## config.mk

```make
export PLATFORM = sky130hd
export DESIGN_NAME = page_write_ctrl
export DESIGN_NICKNAME = d
export VERILOG_FILES = /design/src/rtl/page_write_ctrl.sv
export SDC_FILE = /design/constraint.sdc
export NUM_CORES = 1
export LEC_CHECK = 0
export ABC_CLOCK_PERIOD_IN_PS = 4950
export CAP_MARGIN = 15
export CORE_MARGIN = 2
export CORE_UTILIZATION = 66
export DETAILED_ROUTE_END_ITERATION = 16
export PLACE_DENSITY = 0.88
export SETUP_SLACK_MARGIN = 0.02
export SKIP_CTS_REPAIR_TIMING = 1
export SYNTH_ARGS = -nofsm -noshare
export SYNTH_HDL_FRONTEND = slang
export SYNTH_SLANG_ARGS = --single-unit
```

## constraint.sdc

```tcl
create_clock -name clk -period 4.95 [get_ports clk]
set_input_delay 0.99 -clock clk [delete_from_list [all_inputs] [get_ports clk]]
set_output_delay 0.99 -clock clk [all_outputs]
set_load 0.03 [all_outputs]
```

## src/rtl/page_write_ctrl.sv

```systemverilog
module page_write_ctrl #(
  parameter int ADDR_W      = 13,
  parameter int DATA_W      = 8,
  parameter int PAGE_BITS   = 5,
  parameter int GLITCH_CYC  = 2,
  parameter int WINDOW_CYC  = 5000,
  parameter int PROG_CYC    = 250000,
  parameter int INHIBIT_CYC = 375000
) (
  input  logic              clk,
  input  logic              rst_n,
  input  logic              ce_n,
  input  logic              oe_n,
  input  logic              we_n,
  input  logic [ADDR_W-1:0] addr,
  input  logic [DATA_W-1:0] din,
  output logic              busy,
  output logic              arr_we,
  output logic [ADDR_W-1:0] arr_addr,
  output logic [DATA_W-1:0] arr_data
);

  localparam int PAGE_SZ = 1 << PAGE_BITS;
  localparam int PG_W    = ADDR_W - PAGE_BITS;
  localparam int LEN_W   = $clog2(GLITCH_CYC + 1);
  localparam int TMR_W   = $clog2(WINDOW_CYC + 1);
  localparam int SET_W   = $clog2(PROG_CYC + 1);
  localparam int INH_W   = $clog2(INHIBIT_CYC + 1);

  logic              ce_s, oe_s, we_s;
  logic [ADDR_W-1:0] a_s, lat_addr;
  logic [DATA_W-1:0] d_s;
  logic [DATA_W-1:0] pbuf [PAGE_SZ];
  logic [PAGE_SZ-1:0] mask;
  logic [PG_W-1:0]   page;
  logic [INH_W-1:0]  inh_cnt;
  logic              inh;
  logic              wr_q;
  logic [LEN_W-1:0]  len, cur_len;
  logic              tmr_run;
  logic [TMR_W-1:0]  tmr;
  logic              scan, settle;
  logic [PAGE_BITS-1:0] idx;
  logic [SET_W-1:0]  sc;

  wire accept  = !inh && !busy;
  wire wr_act  = !ce_s && !we_s && oe_s && accept;
  wire qual_now = wr_act && (cur_len >= LEN_W'(GLITCH_CYC));
  wire p_end   = !wr_act && wr_q && (len >= LEN_W'(GLITCH_CYC));
  wire [PAGE_BITS-1:0] slot = lat_addr[PAGE_BITS-1:0];

  always_comb begin
    if (!wr_q)                           cur_len = LEN_W'(1);
    else if (len >= LEN_W'(GLITCH_CYC))  cur_len = len;
    else                                 cur_len = len + LEN_W'(1);
  end

  assign busy     = scan | settle;
  assign arr_we   = scan & mask[idx];
  assign arr_addr = {page, idx};
  assign arr_data = pbuf[idx];

  always_ff @(posedge clk or negedge rst_n) begin
    if (!rst_n) begin
      ce_s <= 1'b1;
      oe_s <= 1'b1;
      we_s <= 1'b1;
      a_s  <= '0;
      d_s  <= '0;
    end else begin
      ce_s <= ce_n;
      oe_s <= oe_n;
      we_s <= we_n;
      a_s  <= addr;
      d_s  <= din;
    end
  end

  always_ff @(posedge clk or negedge rst_n) begin
    if (!rst_n) begin
      inh     <= (INHIBIT_CYC != 0);
      inh_cnt <= '0;
    end else if (inh) begin
      if (inh_cnt == INH_W'(INHIBIT_CYC - 1)) inh <= 1'b0;
      else                                   inh_cnt <= inh_cnt + INH_W'(1);
    end
  end

  always_ff @(posedge clk) begin
    if (p_end) pbuf[slot] <= d_s;
  end

  always_ff @(posedge clk or negedge rst_n) begin
    if (!rst_n) begin
      wr_q     <= 1'b0;
      len      <= '0;
      lat_addr <= '0;
      mask     <= '0;
      page     <= '0;
      tmr_run  <= 1'b0;
      tmr      <= '0;
      scan     <= 1'b0;
      settle   <= 1'b0;
      idx      <= '0;
      sc       <= '0;
    end else begin
      wr_q <= wr_act;
      if (wr_act) len <= cur_len;
      if (wr_act && !wr_q) lat_addr <= a_s;

      if (p_end) begin
        mask[slot] <= 1'b1;
        page       <= lat_addr[ADDR_W-1:PAGE_BITS];
        tmr_run    <= 1'b1;
        tmr        <= '0;
      end else if (qual_now) begin
        tmr_run <= 1'b0;
      end else if (tmr_run) begin
        if (tmr == TMR_W'(WINDOW_CYC - 1)) begin
          tmr_run <= 1'b0;
          scan    <= 1'b1;
          idx     <= '0;
        end else begin
          tmr <= tmr + TMR_W'(1);
        end
      end

      if (scan) begin
        if (idx == PAGE_BITS'(PAGE_SZ - 1)) begin
          scan   <= 1'b0;
          settle <= 1'b1;
          sc     <= '0;
        end else begin
          idx <= idx + PAGE_BITS'(1);
        end
      end

      if (settle) begin
        if (sc == SET_W'(PROG_CYC - 1)) begin
          settle <= 1'b0;
          mask   <= '0;
        end else begin
          sc <= sc + SET_W'(1);
        end
      end
    end
  end


  strobe_in_busy_chk: assert property (@(posedge clk) disable iff (!rst_n)
    arr_we |-> busy);


  timer_idle_chk: assert property (@(posedge clk) disable iff (!rst_n)
    tmr_run |-> !busy);


  start_from_timer_chk: assert property (@(posedge clk) disable iff (!rst_n)
    $rose(busy) |-> $past(tmr_run));


  holdoff_empty_chk: assert property (@(posedge clk) disable iff (!rst_n)
    inh |-> (mask == '0));


  mask_frozen_chk: assert property (@(posedge clk) disable iff (!rst_n)
    (busy && $past(busy)) |-> $stable(mask));


  mask_cleared_chk: assert property (@(posedge clk) disable iff (!rst_n)
    $fell(busy) |-> (mask == '0));

endmodule

```

==> results of run 1 <==
## synthesized netlist by cell type, types with 6 or more instances
cell / n / area share
a22oi_1: 8 / 0.0038
clkbuf_1: 27 / 0.0063
nand3_1: 27 / 0.0085
nor2b_1: 6 / 0.0024
xor2_1: 23 / 0.013
mux2i_1: 80 / 0.050
mux4_2: 41 / 0.058
and3_1: 14 / 0.0055
nor4_1: 26 / 0.010
a21oi_1: 18 / 0.0056
nand2_1: 71 / 0.017
inv_1: 8 / 0.0019
nor3_1: 19 / 0.0060
and2_1: 6 / 0.0024
nand4_1: 19 / 0.0074
dfrtp_1: 135 / 0.21
buf_2: 15 / 0.0047
ha_1: 7 / 0.0055
nand2b_1: 8 / 0.0031
mux2_2: 15 / 0.011
a22o_1: 17 / 0.0093
o221ai_1: 8 / 0.0044
a31oi_1: 13 / 0.0051
buf_1: 7 / 0.0016
edfxtp_1: 256 / 0.48
o21ai_0: 14 / 0.0044
nor2_1: 96 / 0.023
and4_1: 6 / 0.0033
xnor2_1: 11 / 0.0060
## worst paths after layout
check	endpoint	slack (ns)	depth (start not counted)
hold / removal	inh_cnt[16]$_DFFE_PN0P_	0.47	1
setup reg to reg	pbuf[31][6]$_DFFE_PP_	1.79	3
max in group asynchronous	idx[0]$_DFF_PN0_	3.21	2
setup / recovery	arr_data[2]	0.48	7
min in group asynchronous	d_s[3]$_DFF_PN0_	0.58	1
hold reg to reg	inh_cnt[16]$_DFFE_PN0P_	0.47	1
## area by class of cell
type | instances | area, sq um | share of cell area
Sequential cell | 395 | 11200 | 0.607
Timing Repair Buffer | 86 | 820 | 0.0445
Clock inverter | 21 | 204 | 0.0111
Inverter | 8 | 30.0 | 0.00163
Clock buffer | 50 | 1120 | 0.0609
Tap cell | 319 | 399 | 0.0217
Multi-Input combinational cell | 590 | 4650 | 0.253
## cell families after synthesis
kind of cell / Yosys count / share of synthesized area
fa+ha+maj: 7 / 0.00548
flops: 395 / 0.699
buf+inv: 62 / 0.0169
mux: 136 / 0.119
simple gates: 317 / 0.0980
compound gates: 96 / 0.0430
xor+xnor: 34 / 0.0186
## power by group
group / switching, mW / leakage (nW) / internal, mW / total (mW)
Clock: 1.22 / 0.656 / 1.81 / 3.03
Sequential: 0.113 / 4.13 / 3.60 / 3.72
Combinational: 0.203 / 1.95 / 0.119 / 0.322
## stage by stage
step	instance area [sq um]	setup WS, ns	total power [mW]	hold WS (ns)	util
5_1_grt	18400	0.361	7.25	0.489	0.779
2_1_floorplan	16000	1.71	3.91	0.426	-
4_1_cts	18400	0.494	7.08	0.473	0.777
3_3_place_gp	17000	1.08	4.05	0.447	0.721
6_report	18400	0.478	7.07	0.468	0.779
3_5_place_dp	17000	1.08	4.08	0.456	0.721
## flip-flops by register name, summed over array words and instances (netlist names), 8 cells and up
register / count
tmr: 13
page: 8
inh_cnt: 19
a_s: 13
d_s: 8
lat_addr: 13
mask: 32
sc: 18
pbuf: 256
## metal layers
layer | up-vias | wire length (um)
met2 | 763 | 19000
met4 | 0 | 1940
met5 | - | 0
met1 | 4941 | 13900
met3 | 178 | 4570
li1 | 4135 | -
==> results.sh, run 1 <==
export IMPL_ys_ff_latch=395
export IMPL_grt_ovfl_total=0
export IMPL_routabilityCongestion=0.841
export IMPL_seq_area_frac_synth=0.699
export IMPL_initial_utilization=0.676
export IMPL_holdCritPathClass="reg -> reg"
export IMPL_rows=56
export IMPL_coreArea_sq_um=23600
export IMPL_peakVddDrop_mv=0.318
export IMPL_rr_startpoint="lat_addr[2]$_DFFE_PN0P_"
export IMPL_cts_sinks=395
export IMPL_path_clk_slew_ns=0.06
export IMPL_finClkSkew_ns=0.0222
export IMPL_cp_max_fo=36
export IMPL_nets=1153
export IMPL_numCtsBuffers=39
export IMPL_vias_per_cell=6.82
export IMPL_ys_warn_count=0
export IMPL_clock_latency_ns=0.53
export IMPL_die_w_um=160
export IMPL_drt_wl_total_um=39400
export IMPL_global_route_usage_met3=0.0768
export IMPL_power_density_nw_per_um2=384
export IMPL_maxCapViolCount=0
export IMPL_tns_ns=0
export IMPL_post_synth_num_cell_types=53
export IMPL_critical_path_class="reg -> out"
export IMPL_period_needed_ns=4.47
export IMPL_grt_max_degree=108
export IMPL_worst_endpoint_required_ns=3.96
export IMPL_wire_per_inst_um=26.8
export IMPL_min_from="inh_cnt[16]$_DFFE_PN0P_"
export IMPL_drc=0
export IMPL_cpPeakStageDelay_ns=0.84
export IMPL_finalHoldViolCount=0
export IMPL_cts_tree="yes"
export IMPL_fp_dieArea_sq_um=25500
export IMPL_fillers=1249
export IMPL_use_met2=0.512
export IMPL_synth_edf_count=256
export IMPL_startpoint="idx[0]$_DFF_PN0_"
export IMPL_die_h_um=160
export IMPL_final_layout_size_suffix_gt1_frac=0.163
export IMPL_io_buffers=48
export IMPL_syn_num_nets=1080
export IMPL_io_pins=49
export IMPL_dominantRegCellSynth="edfxtp_1"
export IMPL_vias=10000
export IMPL_dpl_hpwl_um=22600
export IMPL_antenna_found_initial=0
export IMPL_async_reset_ff_frac=0.352
export IMPL_cts_buffer_depth=3
export IMPL_cts_root_buf="clkbuf_16"
export IMPL_arrival_ns=3.48
export IMPL_slowest_stage="dfrtp_4"
export IMPL_end_kind="output pin"
export IMPL_dp_cells=1395
export IMPL_startpoint_type="flip-flop"
export IMPL_grt_busiest_layer="met2"
export IMPL_syn_area_sq_um=16000
export IMPL_grt_pass1_wl_um=60500
export IMPL_p_leak_nw=6.73
export IMPL_h_tree_depth=2
export IMPL_ant_nets=0
export IMPL_worst_pin_slew_ns=1.21
export IMPL_dr_pass1_iters=6
export IMPL_setup_viol=0
export IMPL_relSlewSlack=0.194
export IMPL_worstPathCellList="buf_12, mux2i_1, a22o_1, nor3_1, a31oi_1, o221ai_1, clkdlybuf4s50_1"
export IMPL_crit_family="buffers and inverters"
export IMPL_antennaDiodeCount=0
export IMPL_final_cell_mix="edfxtp_1 (256), dfrtp_1 (133), nor2_1 (96)"
export IMPL_final_common_cell="edfxtp_1"
export IMPL_synth_area_per_cell_sq_um=15.3
export IMPL_use_met1=0.423
export IMPL_grt_total_usage=0.318
export IMPL_drtIter0Drc=1404
export IMPL_slew_viol_final=0
export IMPL_critPathBufInv=2
export IMPL_syn_inst=1047
export IMPL_fin_cells=1469
export IMPL_area_growth_pct=15.2
export IMPL_rsz0062_at_grt="false"
export IMPL_outcome="finished, final reports clean"
export IMPL_max_freq_mhz=224
export IMPL_final_period_utilization=0.903
export IMPL_grt_pass1_vias=10100
Note: power is estimated with default switching activity, not from simulation.
==> run 2: changes to the inputs <==
Settings changed: CORE_MARGIN 2 to 4, CORE_UTILIZATION 66 to 68, DONT_BUFFER_PORTS set to 1, GPL_TIMING_DRIVEN set to 0, PLACE_DENSITY 0.88 to 0.87.
==> run 2 against run 1 <==
- register-to-register slack improved by 0.03 ns
- largest cell class unchanged
- first-iteration DRC count increased by 3.8%
- hold slack got worse by 0.32 ns
- die area increased by 2.1%
- fmax decreased by 7.9%
- critical path depth decreased by 1
- routed wire length increased by 3.4%
- final cell count decreased by 1.2%
- sequential power about the same
- non-clock buffer count decreased by 8
==> results.sh, run 2 (synthesis gave the netlist of run 1 again) <==
export IMPL_worst_pin_slew_ns=1.30
export IMPL_grt_ovfl_total=0
export IMPL_critical_path_class="reg -> out"
export IMPL_nets=1143
export IMPL_finClkSkew_ns=0.0310
export IMPL_maxCapViolCount=0
export IMPL_die_h_um=161
export IMPL_drtIter0Drc=1457
export IMPL_fin_ws_ns=0.0938
export IMPL_reg2reg_to="pbuf[26][1]$_DFFE_PP_"
export IMPL_final_cell_mix="edfxtp_1 (256), dfrtp_1 (135), nor2_1 (96)"
export IMPL_antenna_found_initial=0
export IMPL_grt_total_usage=0.306
export IMPL_reg2reg_depth=6
export IMPL_wl_met2_um=19700
export IMPL_peakVddDrop_mv=0.388
export IMPL_cpPeakStageDelay_ns=0.74
export IMPL_holdCritPathClass="in -> async"
export IMPL_power_frac_comb=0.039
export IMPL_reg_top3="pbuf x256, mask x32, inh_cnt x19"
export IMPL_timing_reg2reg_setup_slack_ns=1.82
export IMPL_vias_per_cell=6.94
export IMPL_final_layout_size_suffix_gt1_frac=0.165
export IMPL_fp_dieArea_sq_um=26000
export IMPL_max_freq_mhz=206
export IMPL_final_common_cell="edfxtp_1"
export IMPL_clock_latency_ns=0.54
export IMPL_power_density_nw_per_um2=382
export IMPL_largest_reg_flops=256
export IMPL_worstPathCellList="buf_2, buf_2, clkbuf_1, mux4_2, mux2i_1, o221ai_1"
export IMPL_io_pins=49
export IMPL_grt_pass1_vias=10100
export IMPL_numCtsBuffers=37
export IMPL_grt_max_degree=140
export IMPL_relSlewSlack=0.127
export IMPL_met1Wirelength_um=14000
export IMPL_cp_max_fo=10
export IMPL_p_sw_mw=1.52
export IMPL_top_layer="met4"
export IMPL_p_leak_nw=6.55
export IMPL_wire_per_inst_um=28.1
export IMPL_outcome="finished, final reports clean"
export IMPL_drt_wl_total_um=40700
export IMPL_worst_endpoint_required_ns=3.96
export IMPL_ant_nets=0
export IMPL_end_kind="output pin"
export IMPL_intPower_mw=5.34
export IMPL_clkPwrFrac=0.417
export IMPL_period_needed_ns=4.86
export IMPL_final_period_utilization=0.981
export IMPL_stdcell_area_sq_um=18000
export IMPL_io_buffers=0
export IMPL_cts_root_buf="clkbuf_16"
export IMPL_grt_pass1_wl_um=60000
export IMPL_crit_top_cell="buf_2"
export IMPL_coreArea_sq_um=22800
export IMPL_arrival_ns=3.87
export IMPL_startpoint_type="flip-flop"
export IMPL_routabilityCongestion=0.886
export IMPL_seq_power_share=0.544
export IMPL_finalHoldViolCount=0
export IMPL_antennaDiodeCount=0
export IMPL_rr_startpoint="len[0]$_DFFE_PN0P_"
export IMPL_cts_tree="yes"
export IMPL_vias=10100
export IMPL_area_growth_pct=12.5
export IMPL_dr_wl_met3_um=4390
export IMPL_rows=55
export IMPL_initial_utilization=0.699
export IMPL_drc=0
export IMPL_tns_ns=0
export IMPL_placed_cell_area_sq_um=16700
export IMPL_cts_buffer_depth=3
export IMPL_slew_viol_final=0
export IMPL_place_ws_ns=0.861
export IMPL_die_w_um=161
export IMPL_regMostFlops="pbuf"
export IMPL_dr_pass1_iters=7
export IMPL_setup_viol=0
export IMPL_rsz0062_at_grt="false"
export IMPL_slowest_stage="clkbuf_1"
export IMPL_switching_share=0.222
export IMPL_dpl_hpwl_um=23200
export IMPL_h_tree_depth=2
export IMPL_path_clk_slew_ns=0.08
export IMPL_cts_sinks=395
run 2: cell types whose count changed in the layout (fill, tap and decap cells not counted), sizes merged:
cell | previous run | this run
bufinv | 4 | 3
clkdlybuf4s50 | 47 | 0
clkinv | 15 | 7
clkbuf | 50 | 81
inv | 8 | 9
buf | 39 | 51
run 2: layer usage:
metal  GRT usage  up-vias
li1            -     4121
met1       0.401     4960
met2       0.493      796
met5           0        -
met4       0.150        0
met3      0.0714      199
run 2: critical path: cells and delay by family, from the launching register on:
family / cells / cell delay [ns]
multiplexers: 2 / 0.59
flip-flops: 1 / 0.60
AO/OA/AOI/OAI: 1 / 0.68
buffers and inverters: 3 / 1.47
run 2: worst max path at each step:
stage                     depth (start not counted)           to  slack (ns)              from
after floorplan                                   6  arr_data[4]        1.71  idx[0]$_DFF_PN0_
after global placement                            8  arr_data[3]        0.96  idx[0]$_DFF_PN0_
after detailed placement                          8  arr_data[2]        0.86  idx[0]$_DFF_PN0_
after CTS                                         8  arr_data[2]        0.13  idx[0]$_DFF_PN0_
after global routing                              6  arr_data[4]        0.05  idx[1]$_DFF_PN0_
final                                             6  arr_data[4]        0.09  idx[1]$_DFF_PN0_
run 2: per-stage QoR:
step / total power [mW] / hold slack [ns] / utilization / instances
after floorplan: 3.91 / 0.426 / - / 1047
after global placement: 3.97 / 0.448 / 0.716 / 1360
after detailed placement: 4.02 / 0.454 / 0.729 / 1379
after CTS: 6.83 / 0.147 / 0.782 / 1446
after global routing: 7.05 / 0.131 / 0.786 / 1451
final: 6.86 / 0.149 / 0.786 / 1451
run 2: power by group through the flow:
stage | Clock, mW | Combinational (mW) | Sequential [mW]
floorplan | 0 | 0.149 | 3.76
CTS | 2.85 | 0.234 | 3.74
detailed placement | 0 | 0.221 | 3.80
global placement | 0 | 0.181 | 3.79
global route | 3.03 | 0.286 | 3.74
finish | 2.86 | 0.266 | 3.73
run 2: layout make-up:
class,instances,area (sq um)
Inverter,8,30.0
Clock inverter,13,144
Timing Repair Buffer,24,230
Fill cell,1202,4880
Clock buffer,54,1060
Sequential cell,395,11200
Tap cell,313,392
Buffer,54,240
Multi-Input combinational cell,590,4690
